[src/rtl/memmap_pkg.sv]
package memmap_pkg;

  typedef enum logic [1:0] {
    CLS_NONE = 2'b00,
    CLS_RAM  = 2'b01,
    CLS_ROM  = 2'b10,
    CLS_IO   = 2'b11
  } blk_class_t;

  typedef enum logic [3:0] {
    S_IDLE,
    S_A_RD0,
    S_A_WR1,
    S_A_RD1,
    S_A_WR2,
    S_A_RD2,
    S_A_WRR,
    S_B_WR,
    S_C_RD,
    S_D_WR,
    S_UNIQ,
    S_EMIT
  } probe_state_t;

endpackage

[src/rtl/memmap_loc_buf.sv]
// Holds the original byte of every location of the block being probed.
module memmap_loc_buf #(
  parameter int DATA_W = 8,
  parameter int DEPTH  = 64,
  localparam int IDX_W = $clog2(DEPTH)
) (
  input  logic              clk,
  input  logic              wr_en,
  input  logic [IDX_W-1:0]  wr_idx,
  input  logic [DATA_W-1:0] wr_data,
  input  logic [IDX_W-1:0]  rd_idx,
  output logic [DATA_W-1:0] rd_data,
  output logic [DATA_W-1:0] all_q [DEPTH]
);

  logic [DATA_W-1:0] store_q [DEPTH];

  always_ff @(posedge clk) begin
    if (wr_en) store_q[wr_idx] <= wr_data;
  end

  assign rd_data = store_q[rd_idx];

  for (genvar k = 0; k < DEPTH; k++) begin : g_out
    assign all_q[k] = store_q[k];
  end

endmodule

[src/rtl/memmap_uniq.sv]
// Reports whether the value at one index occurs exactly once in the set.
module memmap_uniq #(
  parameter int DATA_W = 8,
  parameter int DEPTH  = 64,
  localparam int IDX_W = $clog2(DEPTH)
) (
  input  logic [DATA_W-1:0] vals [DEPTH],
  input  logic [IDX_W-1:0]  idx,
  output logic              single
);

  logic [DATA_W-1:0] probe_v;
  logic [DEPTH-1:0]  hit;

  assign probe_v = vals[idx];

  for (genvar k = 0; k < DEPTH; k++) begin : g_cmp
    assign hit[k] = (vals[k] == probe_v);
  end

  assign single = ($countones(hit) == 1);

endmodule

[src/rtl/memmap_classify.sv]
// Turns the accumulated probe evidence into a class code and mask.
module memmap_classify
  import memmap_pkg::*;
#(
  parameter int DATA_W = 8
) (
  input  logic [DATA_W-1:0] wr_all,
  input  logic [DATA_W-1:0] wr_any,
  input  logic              distinct,
  input  logic              uniq_seen,
  input  logic              all_zero,
  input  logic              all_one,
  input  logic              all_echo,
  output blk_class_t        cls,
  output logic [DATA_W-1:0] mask
);

  logic is_ram, is_io, is_rom, trivial;

  always_comb begin
    trivial = all_zero | all_one | all_echo;
    is_ram  = (wr_all == {DATA_W{1'b1}}) && distinct;
    is_io   = !is_ram && (wr_all != '0);
    is_rom  = (wr_any == '0) && uniq_seen && !trivial;
    if (is_ram)      cls = CLS_RAM;
    else if (is_io)  cls = CLS_IO;
    else if (is_rom) cls = CLS_ROM;
    else             cls = CLS_NONE;
    mask = (is_ram || is_io) ? wr_all : '0;
  end

endmodule

[src/rtl/memmap_probe.sv]
module memmap_probe
  import memmap_pkg::*;
#(
  parameter int ADDR_W    = 16,
  parameter int DATA_W    = 8,
  parameter int BLK_BYTES = 64,
  localparam int OFS_W    = $clog2(BLK_BYTES),
  localparam int BLK_W    = ADDR_W - OFS_W
) (
  input  logic              clk,
  input  logic              rst_n,
  input  logic              start,
  input  logic [BLK_W-1:0]  first_blk,
  input  logic [BLK_W-1:0]  last_blk,
  output logic              busy,
  output logic              done,
  output logic [ADDR_W-1:0] mem_addr,
  output logic [DATA_W-1:0] mem_wdata,
  output logic              mem_we,
  output logic              mem_re,
  input  logic [DATA_W-1:0] mem_rdata,
  input  logic              mem_ready,
  output logic              rec_valid,
  input  logic              rec_ready,
  output logic [ADDR_W-1:0] rec_base,
  output logic [1:0]        rec_class,
  output logic [DATA_W-1:0] rec_mask
);

  localparam logic [DATA_W-1:0] ONES   = {DATA_W{1'b1}};
  localparam logic [DATA_W-1:0] PAT_LO = {(DATA_W/2){2'b01}};
  localparam logic [DATA_W-1:0] PAT_HI = ~PAT_LO;
  localparam logic [DATA_W-1:0] SCRAM  = {(DATA_W/8){8'hA5}};
  localparam logic [OFS_W-1:0]  LOC_LAST = {OFS_W{1'b1}};

  probe_state_t      st;
  logic [BLK_W-1:0]  cur_q, last_q;
  logic [OFS_W-1:0]  loc_q;
  logic [DATA_W-1:0] rb1_q, wr_all_q, wr_any_q;
  logic              zero_q, one_q, echo_q, dist_q, uniq_q;
  logic              busy_q, done_q;

  logic              xfer, loc_end, blk_begin;
  logic [DATA_W-1:0] fill_v, loc_wm;
  logic [DATA_W-1:0] saved_v;
  logic [DATA_W-1:0] saved_all [BLK_BYTES];
  logic              single_hit;
  blk_class_t        cls;
  logic [DATA_W-1:0] cls_mask;

  assign xfer    = (mem_we | mem_re) & mem_ready;
  assign loc_end = (loc_q == LOC_LAST);
  assign fill_v  = DATA_W'(loc_q) ^ SCRAM;
  assign loc_wm  = ~(rb1_q ^ PAT_LO) & ~(mem_rdata ^ PAT_HI);

  // A new block starts on an accepted start or on acceptance of a
  // record that is not the last one.
  assign blk_begin = ((st == S_IDLE) && start && (first_blk <= last_blk)) ||
                     ((st == S_EMIT) && rec_ready && (cur_q != last_q));

  memmap_loc_buf #(.DATA_W(DATA_W), .DEPTH(BLK_BYTES)) u_buf (
    .clk     (clk),
    .wr_en   ((st == S_A_RD0) && xfer),
    .wr_idx  (loc_q),
    .wr_data (mem_rdata),
    .rd_idx  (loc_q),
    .rd_data (saved_v),
    .all_q   (saved_all)
  );

  memmap_uniq #(.DATA_W(DATA_W), .DEPTH(BLK_BYTES)) u_uniq (
    .vals   (saved_all),
    .idx    (loc_q),
    .single (single_hit)
  );

  memmap_classify #(.DATA_W(DATA_W)) u_cls (
    .wr_all    (wr_all_q),
    .wr_any    (wr_any_q),
    .distinct  (dist_q),
    .uniq_seen (uniq_q),
    .all_zero  (zero_q),
    .all_one   (one_q),
    .all_echo  (echo_q),
    .cls       (cls),
    .mask      (cls_mask)
  );

  // Memory port, decoded from the state.
  always_comb begin
    mem_we    = 1'b0;
    mem_re    = 1'b0;
    mem_wdata = '0;
    unique case (st)
      S_A_RD0, S_A_RD1, S_A_RD2, S_C_RD: mem_re = 1'b1;
      S_A_WR1: begin mem_we = 1'b1; mem_wdata = PAT_LO;  end
      S_A_WR2: begin mem_we = 1'b1; mem_wdata = PAT_HI;  end
      S_A_WRR, S_D_WR: begin mem_we = 1'b1; mem_wdata = saved_v; end
      S_B_WR:  begin mem_we = 1'b1; mem_wdata = fill_v;  end
      default: ;
    endcase
  end

  assign mem_addr  = {cur_q, loc_q};
  assign rec_valid = (st == S_EMIT);
  assign rec_base  = {cur_q, {OFS_W{1'b0}}};
  assign rec_class = cls;
  assign rec_mask  = cls_mask;
  assign busy      = busy_q;
  assign done      = done_q;

  always_ff @(posedge clk or negedge rst_n) begin
    if (!rst_n) begin
      st       <= S_IDLE;
      cur_q    <= '0;
      last_q   <= '0;
      loc_q    <= '0;
      rb1_q    <= '0;
      wr_all_q <= ONES;
      wr_any_q <= '0;
      zero_q   <= 1'b1;
      one_q    <= 1'b1;
      echo_q   <= 1'b1;
      dist_q   <= 1'b1;
      uniq_q   <= 1'b0;
      busy_q   <= 1'b0;
      done_q   <= 1'b0;
    end else begin
      done_q <= 1'b0;
      unique case (st)
        S_IDLE: begin
          if (start) begin
            if (first_blk > last_blk) begin
              done_q <= 1'b1;
            end else begin
              cur_q  <= first_blk;
              last_q <= last_blk;
              busy_q <= 1'b1;
              st     <= S_A_RD0;
            end
          end
        end
        S_A_RD0: if (xfer) begin
          zero_q <= zero_q & (mem_rdata == '0);
          one_q  <= one_q & (mem_rdata == ONES);
          echo_q <= echo_q & (mem_rdata == mem_addr[DATA_W-1:0]);
          st     <= S_A_WR1;
        end
        S_A_WR1: if (xfer) st <= S_A_RD1;
        S_A_RD1: if (xfer) begin
          rb1_q <= mem_rdata;
          st    <= S_A_WR2;
        end
        S_A_WR2: if (xfer) st <= S_A_RD2;
        S_A_RD2: if (xfer) begin
          wr_all_q <= wr_all_q & loc_wm;
          wr_any_q <= wr_any_q | loc_wm;
          st       <= S_A_WRR;
        end
        S_A_WRR: if (xfer) begin
          loc_q <= loc_q + 1'b1;
          if (!loc_end)                 st <= S_A_RD0;
          else if (wr_all_q == ONES)    st <= S_B_WR;
          else if (wr_any_q == '0)      st <= S_UNIQ;
          else                          st <= S_EMIT;
        end
        S_B_WR: if (xfer) begin
          loc_q <= loc_q + 1'b1;
          if (loc_end) st <= S_C_RD;
        end
        S_C_RD: if (xfer) begin
          if (mem_rdata != fill_v) dist_q <= 1'b0;
          loc_q <= loc_q + 1'b1;
          if (loc_end) st <= S_D_WR;
        end
        S_D_WR: if (xfer) begin
          loc_q <= loc_q + 1'b1;
          if (loc_end) st <= S_EMIT;
        end
        S_UNIQ: begin
          if (single_hit) uniq_q <= 1'b1;
          loc_q <= loc_q + 1'b1;
          if (loc_end) st <= S_EMIT;
        end
        S_EMIT: if (rec_ready) begin
          if (cur_q == last_q) begin
            busy_q <= 1'b0;
            done_q <= 1'b1;
            st     <= S_IDLE;
          end else begin
            cur_q <= cur_q + 1'b1;
            st    <= S_A_RD0;
          end
        end
        default: st <= S_IDLE;
      endcase
      if (blk_begin) begin
        loc_q    <= '0;
        wr_all_q <= ONES;
        wr_any_q <= '0;
        zero_q   <= 1'b1;
        one_q    <= 1'b1;
        echo_q   <= 1'b1;
        dist_q   <= 1'b1;
        uniq_q   <= 1'b0;
      end
    end
  end

endmodule

[config.mk]
export PLATFORM = sky130hd
export DESIGN_NAME = memmap_probe
export DESIGN_NICKNAME = d
export VERILOG_FILES = /design/src/rtl/memmap_pkg.sv /design/src/rtl/memmap_loc_buf.sv /design/src/rtl/memmap_uniq.sv /design/src/rtl/memmap_classify.sv /design/src/rtl/memmap_probe.sv
export SDC_FILE = /design/constraint.sdc
export NUM_CORES = 1
export LEC_CHECK = 0
export BUFFER_PORTS_ARGS = -buffer_cell sky130_fd_sc_hd__buf_2
export CORE_MARGIN = 3
export CORE_UTILIZATION = 40
export DETAILED_ROUTE_END_ITERATION = 10
export MAX_ROUTING_LAYER = met4
export SLEW_MARGIN = 15
export SYNTH_ARGS = -nofsm -noshare
export SYNTH_HDL_FRONTEND = slang
export SYNTH_SLANG_ARGS = --single-unit
export TNS_END_PERCENT = 30
[constraint.sdc]
create_clock -name clk -period 10 [get_ports clk]
set_clock_uncertainty 0.1 [all_clocks]
set_input_delay 0.5 -clock clk [delete_from_list [all_inputs] [get_ports clk]]
set_output_delay 0.5 -clock clk [all_outputs]
set_load 0.01 [all_outputs]
==> flow_metrics.tcl, run 1 <==
set metrics [dict create \
    run_status "finished, final reports clean" \
    async_reset_ff_share_pct 10.65 \
    setup_violations 0 \
    layout_commonest_cell "edfxtp_1" \
    power_density_mw_per_mm2 311.9 \
    crit_start "loc_q[1]" \
    synth_cell_type_count 75 \
    clock_latency_ns 0.62 \
    post-route-period-util_pct 96.21 \
    drtIter0Drc 3110 \
    via_per_inst 6.059 \
    cts_max_path_buffers 3 \
    critPathMaxFanout 16 \
    synth-edff-count 512 \
    ir_drop_mv 0.3345 \
    p_switching_w 0.004956 \
    critPathTopFamily "adder cells" \
    worstHoldStart "last_blk[2]" \
    synth_seq_cells 573 \
    synthTopCellsByArea "edfxtp_1, xor2_1, dfrtp_1" \
    place_hpwl_mm 76.90 \
    num_rows 104 \
    io_buffer_count 81 \
    dieArea_mm2 0.08524 \
    grt_max_degree 84 \
    syn_area_per_cell_um2 12.50 \
    tightest_slew_ns 1.377 \
    finalWirelength_mm 110.0 \
    cts_tree "built" \
    p_comb_share_pct 53.3 \
    tns_ns 0 \
    ys_warn_count 0 \
    die_w_um 292.0 \
    gp_congestion 0.9917 \
    fp.dieH_um 292.0 \
    finish.instance_area_mm2 0.03708 \
    fmax_ghz 0.1039 \
    cp-start-kind "register" \
    max_slew_margin_pct 7.488 \
    ant_nets 0 \
    drc 0 \
    core_mm2 0.08081 \
    drive_gt1_share_pct 17.46 \
    crit_path_top_delay_cell "dfrtp_4" \
    leakage_nw 13.02 \
    final_nets 2882 \
    crit_top_cell "fa_1" \
    grtUsageTotal_pct 26.18 \
    yosysTopAreaCell "edfxtp_1" \
    fin_crit_ns 9.621 \
    most-common-layout-cells "edfxtp_1, xor2_1, a21oi_1" \
    seq_area_frac_synth_pct 51.72 \
    fillers 7142 \
    worstReg2RegStart "loc_q[1]" \
    required_ns 10.45 \
    drv_slew 0 \
    synth_top_area_share_pct 47.00 \
    grt_pass1_wl_mm 160.8 \
    num_vias 23300 \
    rsz0062_at_grt "no" \
    sw_frac_of_total_pct 42.85 \
    hold_viol_final 0 \
    syn_area_mm2 0.03271 \
    hp-class "in -> reg" \
    area_growth_pct 13.36 \
    cts.root.buffer_cell "clkbuf_16" \
    io_pins 88 \
    drt_first_pass_iters 6 \
    cts_made_buffers 67 \
    critPathCaptureType "register" \
    antenna_found_initial 2 \
    yosys_most_used_dff "edfxtp_1" \
    crit_arrival_ns 10.07 \
    critPathKind "reg -> reg" \
    initial_utilization_pct 40.48 \
    critPathBufInv 8 \
    slowest_delay_ns 0.65 \
    wire_per_inst_um 28.59 \
    clockPowerShare_pct 21.1 \
    grt_pass1_vias 23200 \
    seqPwrFrac_pct 25.7 \
    cts_sinks 573 \
    cap_violations 0 \
    internal-power_w 0.006609 \
    synthCells 2617 \
    grt.overflow.total 0 \
    clk_pin_slew_ns 0.06 \
    cts_max_level 3 \
    placed_cell_area_mm2 0.03487 \
]
## metal layers
metal	share of wire, %	up-vias	global-route usage [%]
li1	-	9825	-
met2	46	1355	39.96
met1	41	11840	34.73
met4	4.6	0	10.47
met3	8.9	288	4.746
met5	0	-	-
## cell type report
type | count | area [um^2] | area share [%]
Tap cell | 1060 | 1326 | 3.577
Antenna cell | 2 | 5.005 | 0.01350
Clock buffer | 88 | 1777 | 4.791
Timing Repair Buffer | 243 | 1967 | 5.304
Inverter | 119 | 446.7 | 1.205
Multi-Input combinational cell | 1730 | 14280 | 38.50
Sequential cell | 573 | 16930 | 45.65
Clock inverter | 31 | 355.3 | 0.9583
## sequential cells by signal (all words and copies together), names as in the netlist
signal / flops
wr_any_q: 8
wr_all_q: 8
rb1_q: 8
st: 4
uniq_q: 1
loc_q: 6
cur_q: 10
u_buf.store_q: 512
echo_q: 1
zero_q: 1
last_q: 10
busy: 1
dist_q: 1
one_q: 1
done: 1
## power by group through the flow
stage	sequential [W]	combinational [W]	clock, W
global route	0.00298	0.00653	0.00257
detailed placement	0.00302	0.00604	0
floorplan	0.00288	0.00407	0
finish	0.00297	0.00616	0.00244
global placement	0.00301	0.00600	0
CTS	0.00297	0.00607	0.00247
## per-stage QoR
stage                     power [W]  worst slack (ns)  instances  hold WS (ns)  utilization, %
after floorplan            0.006944             1.718       2622        0.1044               -
after global placement     0.009006            0.4224       3719        0.3448           43.15
after detailed placement   0.009053            0.3876       3719        0.3519           43.15
after CTS                   0.01151            0.3618       3839      0.005632           45.80
after global routing        0.01208          0.008209       3846       0.02102           45.89
final                       0.01156            0.3792       3846       0.02955           45.89
## timing repair
action | 4_1_cts | 5_1_grt
setup buffers | 0 | 5
hold endpoints to repair | 43 | 0
resized for setup | 0 | 1
setup endpoints to repair | 0 | 1
hold buffers | 1 | 0
## cells by family after synthesis
family / synth area share (%)
buffers and inverters: 4.919
other: 0.01146
adders and majority gates: 5.776
muxes: 7.444
DFF: 51.72
AOI/OAI and AO/OA: 7.344
and+or+nand+nor: 10.21
xor gates and xnor gates: 12.58
## synth_stat cells (9+ instances only)
| cell type | n |
|---|---|
| nor2_1 | 107 |
| mux2_2 | 52 |
| o22ai_1 | 21 |
| dfstp_2 | 12 |
| edfxtp_1 | 512 |
| xnor2_1 | 82 |
| a221o_1 | 10 |
| nor2b_1 | 18 |
| o2bb2ai_1 | 11 |
| buf_1 | 11 |
| clkbuf_1 | 74 |
| a22oi_1 | 28 |
| nand3_1 | 86 |
| fa_1 | 60 |
| xor2_1 | 388 |
| buf_4 | 36 |
| a221oi_1 | 20 |
| nand3b_1 | 68 |
| o21ai_0 | 55 |
| nor3_1 | 9 |
| mux4_2 | 47 |
| buf_2 | 50 |
| nand2_1 | 97 |
| nor4_2 | 20 |
| ha_1 | 55 |
| a22o_1 | 17 |
| nand2b_1 | 14 |
| nor4_1 | 53 |
| buf_6 | 28 |
| inv_1 | 117 |
| a21oi_1 | 141 |
| nand4_1 | 79 |
| dfrtp_1 | 49 |
| mux2i_1 | 70 |
| a31oi_1 | 11 |
## final timing paths
path,endpoint,slack (ns),depth (start not counted)
worst max-delay path,uniq_q,0.38,29
worst min-delay path,last_q[2],0.03,2
worst max register to register,uniq_q,0.38,29
worst min register to register,echo_q,0.36,2
max in group asynchronous,loc_q[0],8.67,3
min in group asynchronous,loc_q[2],0.51,3
Power figures use the tool's default switching activity.
==> inputs of run 2 (changes only) <==
Settings changed: CORE_UTILIZATION 40 to 55, PLACE_DENSITY set to 0.72.
==> run 2 against run 1 <==
  * Die area fell by 27%
  * Register-to-register slack got worse by 0.18 ns
  * Worst hold slack improved by 0.0055 ns
  * Cell count fell by 8.3%
  * Via count rose by 1.9%
  * Total power fell by 0.60%
  * Maximum frequency fell by 1.8%
  * Critical path depth fell by 3
  * Count of clock-buffer cells in the layout fell by 2
  * Critical endpoint unchanged
  * Highest routed layer unchanged
==> flow_metrics.tcl, run 2 (synthesis results as in run 1) <==
set metrics [dict create \
    ant_nets 0 \
    critPathMaxFanout 33 \
    grt.overflow.total 0 \
    required_ns 10.43 \
    largest_registers "u_buf.store_q: 512 flops, cur_q: 10 flops, last_q: 10 flops" \
    tightest_slew_ns 1.140 \
    fp.dieH_um 249.9 \
    io_pins 88 \
    via_per_inst 6.731 \
    internal-power_w 0.006560 \
    placed_cell_area_mm2 0.03425 \
    fillers 4392 \
    clock_latency_ns 0.63 \
    leakage_nw 12.92 \
    power_density_mw_per_mm2 313.9 \
    post-route-period-util_pct 98.01 \
    cts_max_path_buffers 3 \
    drt_first_pass_iters 5 \
    drc 0 \
    num_rows 88 \
    clockPowerShare_pct 21.7 \
    ir_drop_mv 0.2951 \
    crit_arrival_ns 10.23 \
    place_hpwl_mm 72.53 \
    grt_pass1_vias 23210 \
    grt_max_degree 70 \
    cts_tree "built" \
    finalWirelength_mm 106.2 \
    hp-class "in -> reg" \
    io_buffer_count 81 \
    wire_per_inst_um 30.12 \
    grt_pass1_wl_mm 154.2 \
    drtIter0Drc 3547 \
    most-common-layout-cells "edfxtp_1, xor2_1, a21oi_1" \
    area_growth_pct 11.95 \
    fmax_ghz 0.1020 \
    gp_congestion 1.050 \
    antenna_found_initial 1 \
    drive_gt1_share_pct 17.13 \
    dieArea_mm2 0.06244 \
    largest-register "u_buf.store_q" \
    setup_violations 0 \
    initial_utilization_pct 56.16 \
    drv_slew 0 \
    fin_crit_ns 9.801 \
    finish.instance_area_mm2 0.03662 \
    layout_commonest_cell "edfxtp_1" \
    p_switching_w 0.004936 \
    sw_frac_of_total_pct 42.94 \
    max_slew_margin_pct 23.70 \
    power_w 0.01150 \
    num_vias 23740 \
    cap_violations 0 \
    seqPwrFrac_pct 25.8 \
    clk_pin_slew_ns 0.06 \
    grtUsageTotal_pct 34.27 \
    p_comb_share_pct 52.5 \
    hold_viol_final 0 \
    run_status "finished, final reports clean" \
    cts_sinks 573 \
    critPathCaptureType "register" \
    final_nets 2860 \
    die_w_um 249.9 \
    largest_reg_flops 512 \
    cp-start-kind "register" \
    core_mm2 0.05825 \
    cts_max_level 3 \
    cts.root.buffer_cell "clkbuf_16" \
    critPathKind "reg -> reg" \
    cts_made_buffers 66 \
]
-- run 2: worst paths after layout --
path / from / endpoint / slack, ns / depth (start not counted)
min reg2reg: echo_q / echo_q / 0.36 / 2
max reg2reg: loc_q[0] / uniq_q / 0.20 / 26
min in group asynchronous: rst_n / wr_any_q[5] / 0.52 / 3
max: loc_q[0] / uniq_q / 0.20 / 26
max in group asynchronous: rst_n / loc_q[0] / 8.64 / 3
min: last_blk[4] / last_q[4] / 0.04 / 2
-- run 2: area by class of cell --
class | count | area (um^2) | area share [%]
clock buffers | 86 | 1809 | 4.941
repair buffers | 220 | 1747 | 4.770
inverters | 119 | 446.7 | 1.220
flip-flops and latches | 573 | 16930 | 46.23
clock inverters | 31 | 415.4 | 1.134
diodes | 1 | 2.502 | 0.006834
well taps | 765 | 957.2 | 2.614
multi-input cells | 1732 | 14310 | 39.09
-- run 2: repair_timing --
| item | CTS | global route |
|---|---|---|
| endpoints found under the hold margin | 45 | 0 |
| setup buffers | 0 | 7 |
| hold buffers | 1 | 0 |
| resized for setup | 0 | 5 |
| endpoints found under the setup margin | 0 | 1 |
-- run 2: metrics by stage --
stage	utilization, %	TNS (ns)	std cells	setup slack [ns]	hold slack, ns
floorplan	-	0	2622	1.718	0.1044
global placement	58.80	0	3399	0.2355	0.3473
detailed placement	58.80	0	3399	0.1971	0.3504
CTS	62.63	0	3517	0.1798	0.01020
global route	62.87	-0.007785	3527	-0.007785	0.03602
finish	62.87	0	3527	0.1995	0.03500
-- run 2: power by group through the flow --
| stage | logic [W] | clock network, W | registers [W] |
|---|---|---|---|
| finish | 0.00604 | 0.00249 | 0.00297 |
| global route | 0.00638 | 0.00261 | 0.00298 |
| CTS | 0.00582 | 0.00250 | 0.00297 |
| detailed placement | 0.00577 | 0 | 0.00301 |
| global placement | 0.00566 | 0 | 0.00300 |
| floorplan | 0.00407 | 0 | 0.00288 |
-- run 2: worst max-delay path: stages (launching register included) --
cell,delay [ns]
dfrtp_4,0.72
nor2_1,0.96
o2bb2ai_1,0.23
a22oi_1,0.10
a21oi_1,0.82
and4b_4,0.44
buf_12,0.21
buf_4,0.18
xor2_1,0.12
nand4_1,0.13
nor4_1,0.44
ha_1,0.24
inv_1,0.06
fa_1,0.43
fa_1,0.54
fa_1,0.53
fa_1,0.60
fa_1,0.47
fa_1,0.52
fa_1,0.48
inv_1,0.07
ha_1,0.16
inv_1,0.06
fa_1,0.48
nor4bb_1,0.31
a41oi_1,0.15
nor2_1,0.11
-- run 2: per-layer routing --
metal  GRT usage, %  part of all wire (%)  vias to the layer above
li1               -                     -                     9798
met1          46.53                    39                    11860
met2          49.54                    44                     1737
met3          7.409                    12                      346
met4          15.93                   5.2                        0
met5              -                     0                        -
